<file path="src/rtl/booth_pkg.sv">
package booth_pkg;

  // One radix-4 Booth digit: magnitude select and sign
  typedef struct packed {
    logic neg;
    logic one;
    logic two;
  } bdig_t;

  // Recode a bit triplet {hi, mid, lo} into a digit in {-2..+2}
  function automatic bdig_t recode(input logic [2:0] t);
    bdig_t d;
    d.neg = t[2] & ~(t[1] & t[0]);
    d.one = t[1] ^ t[0];
    d.two = (t == 3'b011) | (t == 3'b100);
    return d;
  endfunction

endpackage

</file>
<file path="src/rtl/drange_sel.sv">
module drange_sel #(
  parameter int W  = 16,
  parameter int ND = W / 2,
  parameter int DW = $clog2(ND + 1)
) (
  input  logic [W-1:0]  in_a,
  input  logic [W-1:0]  in_b,
  output logic [W-1:0]  rec_op,
  output logic [W-1:0]  pp_op,
  output logic [DW-1:0] n_active
);
  localparam int RW = $clog2(W + 1);

  function automatic logic [RW-1:0] eff_range(input logic [W-1:0] x);
    logic [RW-1:0] r;
    r = '0;
    for (int i = 0; i < W - 1; i++) begin
      if (x[i] != x[W-1]) r = RW'(i + 1);
    end
    return r;
  endfunction

  logic [RW-1:0] rng_a, rng_b, rng_min;
  logic          pick_b;

  always_comb begin
    rng_a    = eff_range(in_a);
    rng_b    = eff_range(in_b);
    pick_b   = rng_b < rng_a;
    rng_min  = pick_b ? rng_b : rng_a;
    rec_op   = pick_b ? in_b : in_a;
    pp_op    = pick_b ? in_a : in_b;
    n_active = DW'((rng_min >> 1) + 1'b1);
  end

endmodule

</file>
<file path="src/rtl/booth_row.sv">
module booth_row
  import booth_pkg::*;
#(
  parameter int W   = 16,
  parameter int J   = 0,
  parameter int PW  = 2 * W
) (
  input  logic          clk,
  input  logic          rst_n,
  input  logic          act,
  input  logic          upd,
  input  logic [2:0]    live_trip,
  input  logic [W-1:0]  live_m,
  output logic [PW-1:0] row
);
  logic [2:0]    trip_q, trip_d, trip_use;
  logic [W-1:0]  m_q, m_d, m_use;
  logic [PW-1:0] m_ext, mag, val;
  bdig_t         dig;

  // Stored inputs: loaded only when this row takes part
  always_comb begin
    trip_d = upd ? live_trip : trip_q;
    m_d    = upd ? live_m : m_q;
  end

  always_ff @(posedge clk or negedge rst_n) begin
    if (!rst_n) begin
      trip_q <= '0;
      m_q    <= '0;
    end else begin
      trip_q <= trip_d;
      m_q    <= m_d;
    end
  end

  always_comb begin
    trip_use = act ? live_trip : trip_q;
    m_use    = act ? live_m : m_q;
    dig      = recode(trip_use);
    m_ext    = {{(PW-W){m_use[W-1]}}, m_use};
    mag      = dig.two ? (m_ext << 1) : (dig.one ? m_ext : '0);
    val      = dig.neg ? (~mag + 1'b1) : mag;
    row      = act ? (val << (2 * J)) : '0;
  end

endmodule

</file>
<file path="src/rtl/csa_chain.sv">
module csa_chain #(
  parameter int PW = 32,
  parameter int N  = 8
) (
  input  logic [N-1:0][PW-1:0] rows,
  output logic [PW-1:0]        total
);
  logic [N-1:0][PW-1:0] s_v;
  logic [N-1:0][PW-1:0] c_v;

  assign s_v[0] = rows[0];
  assign c_v[0] = '0;

  for (genvar i = 1; i < N; i++) begin : g_csa
    logic [PW-1:0] maj;
    assign s_v[i] = s_v[i-1] ^ c_v[i-1] ^ rows[i];
    assign maj    = (s_v[i-1] & c_v[i-1]) | (s_v[i-1] & rows[i]) | (c_v[i-1] & rows[i]);
    assign c_v[i] = {maj[PW-2:0], 1'b0};
  end

  assign total = s_v[N-1] + c_v[N-1];

endmodule

</file>
<file path="src/rtl/booth_drm_mult.sv">
module booth_drm_mult #(
  parameter int W = 16
) (
  input  logic             clk,
  input  logic             rst_n,
  input  logic             in_valid,
  input  logic [W-1:0]     op_a,
  input  logic [W-1:0]     op_b,
  output logic             out_valid,
  output logic [2*W-1:0]   product
);
  localparam int ND = W / 2;
  localparam int PW = 2 * W;
  localparam int DW = $clog2(ND + 1);

  logic [W-1:0]         rec_op, pp_op;
  logic [DW-1:0]        n_active;
  logic [W:0]           rec_ext;
  logic [ND-1:0][PW-1:0] rows;
  logic [PW-1:0]        total;
  logic [PW-1:0]        prod_d;
  logic                 vld_d;

  drange_sel #(.W(W), .ND(ND), .DW(DW)) u_sel (
    .in_a     (op_a),
    .in_b     (op_b),
    .rec_op   (rec_op),
    .pp_op    (pp_op),
    .n_active (n_active)
  );

  assign rec_ext = {rec_op, 1'b0};

  for (genvar j = 0; j < ND; j++) begin : g_row
    logic act_j;
    assign act_j = DW'(j) < n_active;
    booth_row #(.W(W), .J(j), .PW(PW)) u_row (
      .clk       (clk),
      .rst_n     (rst_n),
      .act       (act_j),
      .upd       (act_j & in_valid),
      .live_trip (rec_ext[2*j+2 -: 3]),
      .live_m    (pp_op),
      .row       (rows[j])
    );
  end

  csa_chain #(.PW(PW), .N(ND)) u_sum (
    .rows  (rows),
    .total (total)
  );

  always_comb begin
    vld_d  = in_valid;
    prod_d = in_valid ? total : product;
  end

  always_ff @(posedge clk or negedge rst_n) begin
    if (!rst_n) begin
      out_valid <= 1'b0;
      product   <= '0;
    end else begin
      out_valid <= vld_d;
      product   <= prod_d;
    end
  end

endmodule

</file>
<file path="config.mk">
export PLATFORM = sky130hd
export DESIGN_NAME = booth_drm_mult
export DESIGN_NICKNAME = d
export VERILOG_FILES = /design/src/rtl/booth_pkg.sv /design/src/rtl/drange_sel.sv /design/src/rtl/booth_row.sv /design/src/rtl/csa_chain.sv /design/src/rtl/booth_drm_mult.sv
export SDC_FILE = /design/constraint.sdc
export NUM_CORES = 1
export LEC_CHECK = 0
export ABC_AREA = 0
export BUFFER_PORTS_ARGS = -buffer_cell sky130_fd_sc_hd__buf_4
export CAP_MARGIN = 15
export CORE_MARGIN = 4
export CORE_UTILIZATION = 60
export CTS_CLUSTER_SIZE = 8
export DETAILED_ROUTE_END_ITERATION = 16
export PLACE_DENSITY_LB_ADDON = 0.08
export SLEW_MARGIN = 20
export SYNTH_ARGS = -nofsm -noshare
export SYNTH_HDL_FRONTEND = slang
export SYNTH_SLANG_ARGS = --single-unit
</file>
<file path="constraint.sdc">
create_clock -name clk -period 12.4 [get_ports clk]
set_input_delay 1.24 -clock clk [delete_from_list [all_inputs] [get_ports clk]]
set_output_delay 1.24 -clock clk [all_outputs]
set_load 0.02 [all_outputs]
</file>
## Word level (Yosys, flattened, before mapping)

Cells that the tools add are included.

- Add/sub/neg operators: 10
- Order comparisons: 9
- Eq/ne operators: 46
- Multiplexer cells: 81
- Bitwise operators: 100

Operators by type and width:

| cell | number |
|---|---|
| 31-bit AND | 19 |
| 32-bit bitwise XOR | 13 |
| 31-bit OR | 12 |
| 32-bit two-way mux | 11 |
| 16-bit two-way mux | 10 |
| 30-bit two-way mux | 3 |
| 28-bit two-way mux | 3 |
| 26-bit two-way mux | 3 |
| 5-bit two-way mux | 15 |
| 24-bit two-way mux | 3 |
| 22-bit two-way mux | 3 |
| 20-bit two-way mux | 3 |
| 18-bit two-way mux | 3 |
| 3-bit two-way mux | 12 |
| 32-bit by 1-bit adder with 32-bit output, second input constant | 1 |
| 32-bit adder | 1 |
| 4-bit two-way mux | 8 |
| 32-bit inverter | 1 |
| 30-bit by 1-bit adder with 30-bit output, second input constant | 1 |
| 1-bit != test | 30 |
| 30-bit inverter | 1 |
| 28-bit by 1-bit adder with 28-bit output, second input constant | 1 |
| 28-bit inverter | 1 |
| 26-bit by 1-bit adder with 26-bit output, second input constant | 1 |
| other kinds (22) | 87 |

- Register bits: 184
- Bits of input ports: 35
- Word-level logic and storage cells: 264

## Logic depth before layout (Yosys ltp)

Gate-level depths: netlist (run 1).

- Depth in word-level cells: 48
- Gate-level depth with buffers: 73

## Modules after synthesis

From an unflattened synthesis (run 1), not the netlist that was laid out.

- Cell total of the unflattened synthesis: 3012
- Area total of the unflattened synthesis: 26555.5 um^2

By module, submodules not included:

| module | instances | cells an instance | area each (um^2) |
|---|---|---|---|
| csa_chain | 1 | 617 | 6402.4 |
| booth_row at g_row[1].u_row | 1 | 278 | 2358.5 |
| booth_row at g_row[5].u_row | 1 | 273 | 2235.9 |
| booth_row at g_row[6].u_row | 1 | 266 | 2200.9 |
| booth_row at g_row[7].u_row | 1 | 270 | 2194.6 |
| booth_row at g_row[0].u_row | 1 | 266 | 2187.1 |
| booth_row at g_row[4].u_row | 1 | 261 | 2145.8 |
| booth_row at g_row[2].u_row | 1 | 249 | 2120.8 |
| booth_row at g_row[3].u_row | 1 | 262 | 2087.0 |
| booth_drm_mult | 1 | 89 | 1326.3 |
| drange_sel | 1 | 181 | 1296.2 |

## Worst setup path before layout (run 1)

OpenSTA, ideal clock, no wires.

- Path kind: input port to flip-flop
- Start: input port op_b[6]
- End: register product[31]
- Library setup time: 0.125 ns
- Arrival: 15.407 ns
- Setup slack: -3.132 ns
- Stages: 67
- Path buffers: 15
- Cells stage by stage: clkbuf_1 > or3_1 > o22a_1 > a21bo_1 > buf_2 > ha_1 > a21oi_1 > o21ai_0 > a31oi_2 > a221o_1 > buf_2 > nand2_1 > buf_2 > buf_4 > buf_2 > buf_1 > nor2_1 > a21oi_1 > (+31 left out) > fa_1 > inv_1 > fa_1 > ha_1 > a21oi_1 > o21bai_1 > a21oi_1 > o21bai_1 > a2111o_1 > nand2_1 > o311a_1 > a21oi_1 > a41o_1 > o21ai_0 > nand2b_1 > a21oi_1 > xnor2_1 > mux2_2

- Longest elaborated chain between the ends: 42

Ends and longest elaborated chain:

| item | line | text |
|---|---|---|
| start, declared | booth_drm_mult.sv:8 | `input logic [W-1:0] op_b,` |
| 1-bit != test | drange_sel.sv:18 | `if (x[i] != x[W-1]) r = RW'(i + 1);` |
| 3-bit two-way mux | drange_sel.sv:18 |  |
| 4-bit two-way mux (8 in series) | drange_sel.sv:18 |  |
| 4-bit by 5-bit < comparator with 1-bit output | drange_sel.sv:29 | `pick_b = rng_b < rng_a;` |
| 5-bit two-way mux | drange_sel.sv:30 | `rng_min = pick_b ? rng_b : rng_a;` |
| 4-bit by 1-bit adder with 4-bit output | drange_sel.sv:33 | `n_active = DW'((rng_min >> 1) + 1'b1);` |
| 1-bit by 4-bit < comparator with 1-bit output | booth_drm_mult.sv:36 | `assign act_j = DW'(j) < n_active;` |
| 3-bit two-way mux | booth_row.sv:38 | `trip_use = act ? live_trip : trip_q;` |
| (+15 left out) | -- |  |
| 31-bit OR (2 in series) | csa_chain.sv:17 | `assign maj = (s_v[i-1] & c_v[i-1]) \| (s_v[i-1] & rows[i]) \| (c_v[i-1] & rows[i]);` |
| 31-bit AND | csa_chain.sv:17 |  |
| 31-bit OR (2 in series) | csa_chain.sv:17 |  |
| 31-bit AND | csa_chain.sv:17 |  |
| 31-bit OR (2 in series) | csa_chain.sv:17 |  |
| 31-bit AND | csa_chain.sv:17 |  |
| 31-bit OR (2 in series) | csa_chain.sv:17 |  |
| 32-bit adder (*) | csa_chain.sv:21 | `assign total = s_v[N-1] + c_v[N-1];` |
| end signal, assigned | booth_drm_mult.sv:64 | `product <= prod_d;` |
| end, declared | booth_drm_mult.sv:10 | `output logic [2*W-1:0] product` |

Every way passes the cells marked *; elsewhere a longest branch is shown, timed or not.
A chain may end at the register's enable or synchronous reset.

## Worst setup path in the final report (run 1)

- Start: input port op_a[5]
- End: register product[31]

- Longest elaborated chain between the ends: 43

Ends and longest elaborated chain:

| item | line | text |
|---|---|---|
| start, declared | booth_drm_mult.sv:7 | `input logic [W-1:0] op_a,` |
| 1-bit != test | drange_sel.sv:18 |  |
| 5-bit two-way mux (10 in series) | drange_sel.sv:18 |  |
| 4-bit by 5-bit < comparator with 1-bit output | drange_sel.sv:29 |  |
| 5-bit two-way mux | drange_sel.sv:30 |  |
| 4-bit by 1-bit adder with 4-bit output | drange_sel.sv:33 |  |
| 1-bit by 4-bit < comparator with 1-bit output | booth_drm_mult.sv:36 |  |
| 3-bit two-way mux | booth_row.sv:38 |  |
| 3-bit by 2-bit equality test with 1-bit output, or another cell as far along | booth_pkg.sv:15 | `d.two = (t == 3'b011) \| (t == 3'b100);` |
| (+14 left out) | -- |  |
| 31-bit OR (2 in series) | csa_chain.sv:17 |  |
| 31-bit AND | csa_chain.sv:17 |  |
| 31-bit OR (2 in series) | csa_chain.sv:17 |  |
| 31-bit AND | csa_chain.sv:17 |  |
| 31-bit OR (2 in series) | csa_chain.sv:17 |  |
| 31-bit AND | csa_chain.sv:17 |  |
| 31-bit OR (2 in series) | csa_chain.sv:17 |  |
| 32-bit adder (*) | csa_chain.sv:21 |  |

Marks and branches as above.

==> results of run 1 <==
-- metal layers --
| layer | up-vias | wire length [um] | GRT usage, % |
|---|---|---|---|
| met5 | - | 9 | 0 |
| met2 | 1574 | 37450 | 62.75 |
| met1 | 11460 | 34000 | 56.85 |
| li1 | 10870 | - | - |
| met3 | 357 | 11120 | 11.40 |
| met4 | 2 | 6462 | 23.40 |
-- critical path, delay by kind of cell --
family / cells / cell delay (ns)
xor gates and xnor gates: 1 / 0.08
buffers and inverters: 3 / 0.23
muxes: 1 / 0.26
and+or+nand+nor: 12 / 1.76
AOI/OAI and AO/OA: 26 / 4.78
adders and majority gates: 11 / 4.08
-- cell usage in the layout (no fill, tap or decap), types with 19 or more instances in the layout --
| master | n |
|---|---|
| buf_4 | 341 |
| nand2_1 | 340 |
| nor2_1 | 323 |
| a21oi_1 | 271 |
| o21ai_0 | 252 |
| inv_1 | 186 |
| dfrtp_1 | 184 |
| fa_1 | 132 |
| nor3_1 | 87 |
| ha_1 | 84 |
| xnor2_1 | 80 |
| nand3_1 | 66 |
| xor2_1 | 54 |
| a31oi_1 | 46 |
| mux2i_1 | 46 |
| mux2_2 | 46 |
| or3_1 | 44 |
| a211oi_1 | 28 |
| o31ai_1 | 26 |
| o22ai_1 | 24 |
| and3_1 | 22 |
| o2111ai_1 | 20 |
| a21oi_2 | 19 |
| a21o_1 | 19 |
-- sequential cells by signal, summed over array words and instances, names as in the netlist --
name                count
product                32
g_row.u_row.m_q       128
g_row.u_row.trip_q     23
out_valid               1
-- area by class of cell --
type | instances | area, um2 | area share [%]
antenna | 2 | 5.005 | 0.01894
clock buffer | 19 | 432.9 | 1.638
inverter | 194 | 729.5 | 2.761
clock inverter | 13 | 116.4 | 0.4404
multi-input combinational | 2413 | 17210 | 65.12
sequential | 184 | 4604 | 17.43
tap | 511 | 639.4 | 2.420
timing repair buffer | 349 | 2688 | 10.17
-- synth_stat cells, types with 8 or more instances --
cell and count:
nand2_1 348, nor2_1 328, a21oi_1 295, o21ai_0 263, inv_1 190, dfrtp_1 184
clkbuf_1 174, fa_1 133, ha_1 100, nor3_1 91, xnor2_1 80, nand3_1 68
mux2i_1 60, xor2_1 54, a31oi_1 49, mux2_2 48, or3_1 46, o31ai_1 29
a211oi_1 28, and3_1 24, o22ai_1 24, buf_2 22, o2111ai_1 22, buf_1 21
and2_1 20, a21o_1 19, nand2b_1 19, or2_2 17, o21a_1 15, nor4_1 14
a311oi_1 12, o31a_1 12, o211ai_1 11, nor2b_1 10, a2111oi_0 8, o211a_1 8
-- logic make-up after synthesis --
logic type,Yosys count
adder cells (fa/ha/maj),233
AO/OA/AOI/OAI,916
multiplexers,111
flip-flops,184
XOR/XNOR,136
AND/OR/NAND/NOR,1016
buffers and inverters,414
-- stage by stage --
step	cells	hold WS [ns]	TNS, ns
2_1_floorplan	3010	0.4447	-5.802
3_3_place_gp	3639	0.4584	-0.1656
3_5_place_dp	3639	0.4655	-1.842
4_1_cts	3671	0.4831	0
5_1_grt	3684	0.5177	-0.2052
6_report	3685	0.4797	0
-- path summary, 6_finish.rpt --
| kind | slack (ns) | endpoint |
|---|---|---|
| hold reg to reg | 0.48 | g_row[5].u_row.m_q[2] |
| setup reg to reg | 3.36 | product[31] |
| hold / removal | 0.48 | g_row[5].u_row.m_q[2] |
| min in group asynchronous | 0.72 | product[27] |
| max in group asynchronous | 10.44 | g_row[1].u_row.m_q[8] |
| setup / recovery | 0.34 | product[31] |
-- timing repair --
item | in CTS | in global routing
setup buffers | 0 | 11
resized for setup | 0 | 42
setup endpoints to repair | 0 | 10
==> results.md, run 1 <==
* FFs w/ async S/R, synth at 100.0%
* Vias per cell at approximately 6.6
* Worst Setup SP: op_a[5]
* Vias in the first global route at 23000
* FILL cells at 3074
* Critical Path AT at between 10 and 15 ns
* Post-synth net total at between 3000 and 4000
* Slowest CP cell: fa_1
* Fraction of layout cells with a size suffix above 1 at between 10% and 20%
* Setup CP Type: in -> reg
* Xor-xnor portion of the synthesized cell area at between 5 and 6%
* GRT Residual Overflow at 0
* Synth cell types at 100
* Core area at roughly 37000 um2
* Final Wtd Congestion at between 1 and 1.5
* Drt wl/cell at between 20 and 25 um
* Fin worst setup slack at 0.3397 ns
* Syn avg cell area at 7.557 um2
* Hold Crit Start: g_row[5].u_row.m_q[2]
* Post-Synth Adder-Cell Area at ~17%
* R2R depth at 36
* Post-Syn Instances at 3010
* WL final at around 90000 um
* Initial antenna violation count at 2
* First-pass GRT wire length at roughly 140000 um
* Num CTS Buffers at 17
* Die height at 202.7 um
* Yosys reg bits at 184
* Max-Cap Viols at 0
* Least-Margin Pin Slew at roughly 1.2 ns
* Die area at 41090 um2
* Reg2reg start: g_row[2].u_row.trip_q[1]
* Worst Setup Start Kind: input port
* Fmax at about 83 MHz
* CTS Buffer Depth at 2
* Synth area leader: dfrtp_1
* CTS tree: built
* Fin util at 70.48%
* Area growth syn-to-layout at 16.17%
* Largest family of logic cells by synthesized area: compound AO/OA/AOI/OAI gates
* Placed inst area at 25590 um2
* Final hold vios at 0
* Yosys warnings at 0
* Nets at about 3400
* Slew margin rel. at 20.01%
* Min Clock Period, post-route at around 12 ns
* Vias at around 24000
* Simple-Gate Fraction of Synth Area at about a fifth
* Largest net degree at the start of global routing at just under 80
* Compound-cell area share of the yosys netlist at 25.07%
* Clk slew on worst S/H paths at 0.08 ns
* Post-DP HPWL at a little under 70000 um
* Initial drt markers at about 3100
* Critical Path RT at between 10 and 15 ns
* Slew Limit Fails at 0
* Initial core utilization at approximately three fifths
* Synth area leaders: dfrtp_1 (20%), fa_1 (12%), a21oi_1 (6.5%), o21ai_0 (5.8%), nand2_1 (5.7%)
* Post-Place Setup Slack at -0.4488 ns
* Design area at between 20000 and 30000 um2
* Row count at 71
* IO Pins at 68
* CP Max Fanout at 7
* Mapped Area at 22750 um2
* RSZ-0062 raised after global routing: yes
* Critical Path Most Common Cell: fa_1
* Setup violations, final at 0
* Primary FF master, synth: dfrtp_1
* Port bufs at between 60 and 70
* EDFF count, synth at 0
* Crit end category: flop
* Detail Route Antenna Nets at 0
* # DRC at 0
* GRT Total Usage at around 42%
* Slowest stage delay, CP at about 0.58 ns
* CTS sink cnt at between 150 and 200
* WHS Path Cells at 2
* DR pass1 iterations at 7
* CTS Hold Bufs at 0
* Status: finished, final reports clean
* Worst hold path class: reg -> reg
* CTS H-Tree Depth at 4
* DIE WIDTH at just over 200 um
* Synth top area share at 20.24%
* Clk root buf: clkbuf_16
* Post-synthesis sequential area ratio at approximately 20%
* Final Cycle Share at 97.26%
* Worst Skew at ~0.021 ns
* Skew-Pair Late Insertion Delay at around 0.48 ns
* Multiplexer area fraction after synthesis at 5.248%
Power of run 1 is not shown: default switching activity piles up to over one toggle a cycle in this logic, so the estimate is an artifact.
==> run 2: changes to the inputs <==
==> constraint.sdc (replaced) <==
create_clock -name clk -period 12.4 [get_ports clk]
set_input_delay 0 -clock clk [delete_from_list [all_inputs] [get_ports clk]]
set_output_delay 0 -clock clk [all_outputs]
set_load 0.02 [all_outputs]
==> results.md, run 2 (synthesis gave the netlist of run 1 again) <==
* CTS sink cnt at 184
* Critical path's top delay family: adder cells
* CTS Buffer Depth at 2
* Worst hold path class: in -> reg
* Skew-Pair Late Insertion Delay at 0.47 ns
* Hold WS at 0.02182 ns
* Worst Path Buf+Inv at 9
* Commonest non-fill, non-tap cell in the layout: nand2_1
* Clk slew on worst S/H paths at about 0.07 ns
* DR pass1 iterations at 7
* GRT Residual Overflow at 0
* Critical Path AT at around 12 ns
* Fmax at roughly 84 MHz
* Most frequent cells in the layout: nand2_1 (345), nor2_1 (324), a21oi_1 (281), o21ai_0 (259), inv_1 (190)
* Slowest stage delay, CP at about 0.57 ns
* DIE WIDTH at 202.7 um
* ANT cells at 0
* Post-Place Setup Slack at approximately 0.023 ns
* Worst Setup Start Kind: input port
* Fin util at about two thirds
* Post-DP HPWL at 67440 um
* Crit end category: flop
* Setup violations, final at 0
* GRT Total Usage at roughly 42%
* Top Registers: g_row.u_row.m_q (128), product (32), g_row.u_row.trip_q (23)
* CTS tree: built
* Die area at about 40000 um2
* Min Clock Period, post-route at around 12 ns
* CP Max Fanout at 43
* FILL cells at between 3000 and 4000
* Met2 usage at a little over three fifths
* Max-Cap Viols at 0
* Least-Margin Pin Slew at 1.059 ns
* Status: finished, final reports clean
* Detail Route Antenna Nets at 0
* Vias in the first global route at between 20000 and 25000
* Vias at 23530
* Initial core utilization at about 61%
* Slew Limit Fails at 0
* Initial antenna violation count at 1
* Drt wl/cell at approximately 25 um
* Nets at between 3000 and 4000
* Final std cells w/o fill at 3517
* Top reg by flops: g_row.u_row.m_q
* Num CTS Buffers at 17
* First-pass GRT wire length at 133400 um
* # DRC at 0
* Final Cycle Share at 96.35%
* Met3 usage at a little over 10%
* IO Pins at 68
* Die height at about 200 um
* GRT Max-Usage Layer: met2
* Port bufs at between 60 and 70
* Critical Path Most Common Cell: fa_1
* Final hold vios at 0
* Largest net degree at the start of global routing at 75
* Max reg flops at about 130
* Vias per cell at 6.690
* Fin worst setup slack at between 0.4 and 0.5 ns
* Slew margin rel. at between 20 and 30%
* Row count at 71
* Core area at between 30000 and 40000 um2
* Clk root buf: clkbuf_16
* Final Wtd Congestion at 1.055
* Critical Path RT at approximately 13 ns
* GRT met1 Usage at 55.35%
* Slowest CP cell: fa_1
* CTS H-Tree Depth at 4
* Fraction of layout cells with a size suffix above 1 at approximately 12%
* Worst Skew at about 0.018 ns
* Initial drt markers at about 3000
* Area growth syn-to-layout at 9.731%
* Placed Cells at 3470
* Setup CP Type: in -> reg
* WL final at 88570 um
## run 2: worst paths after layout
path / start / endpoint / slack (ns) / cells past startpoint
worst max-delay path: op_b[6] / product[31] / 0.45 / 52
worst min-delay path: op_a[6] / g_row[3].u_row.trip_q[1] / 0.02 / 3
worst max register to register: g_row[2].u_row.trip_q[1] / product[31] / 3.31 / 36
worst min register to register: g_row[7].u_row.m_q[15] / g_row[7].u_row.m_q[15] / 0.49 / 2
max in group asynchronous: rst_n / product[1] / 10.77 / 3
min in group asynchronous: rst_n / product[22] / 0.12 / 2
## run 2: final cells by class
type                    instances  area, um2  share of cell area [%]
well taps                     511      639.4                   2.562
inverters                     194      729.5                   2.923
clock buffers                  20      456.7                   1.830
flip-flops and latches        184       4604                   18.45
clock inverters                12      162.7                  0.6517
repair buffers                184       1409                   5.645
multi-input cells            2412      16960                   67.94
## run 2: metrics by stage
step	cell area, um2	TNS, ns
after floorplan	23120	0
after global placement	24090	0
after detailed placement	24090	0
after CTS	24750	0
after global routing	24960	-0.1683
final	24960	0
## run 2: metal layers
layer  vias to the layer above  routed length, um
li1                      10500                  -
met1                     11160              33410
met2                      1547              37620
met3                       319              10600
met4                         2               6923
met5                         -                 20
## run 2: timing repair
action | CTS | global route
buffers inserted | 0 | 11
resized for setup | 0 | 24
endpoints found under the setup margin | 0 | 10
hold endpoints to repair | 75 | 0
hold buffers | 4 | 0
## run 2: worst reg2reg max path, delay by kind of cell, from the launching register on
kind	cells	cell delay, ns
AOI/OAI and AO/OA	16	3.24
buffers and inverters	3	0.18
DFF	1	0.38
adders and majority gates	9	3.36
and+or+nand+nor	4	0.88
muxes	2	0.73
xor gates and xnor gates	2	0.20
Power of run 2 is left out for the same reason.
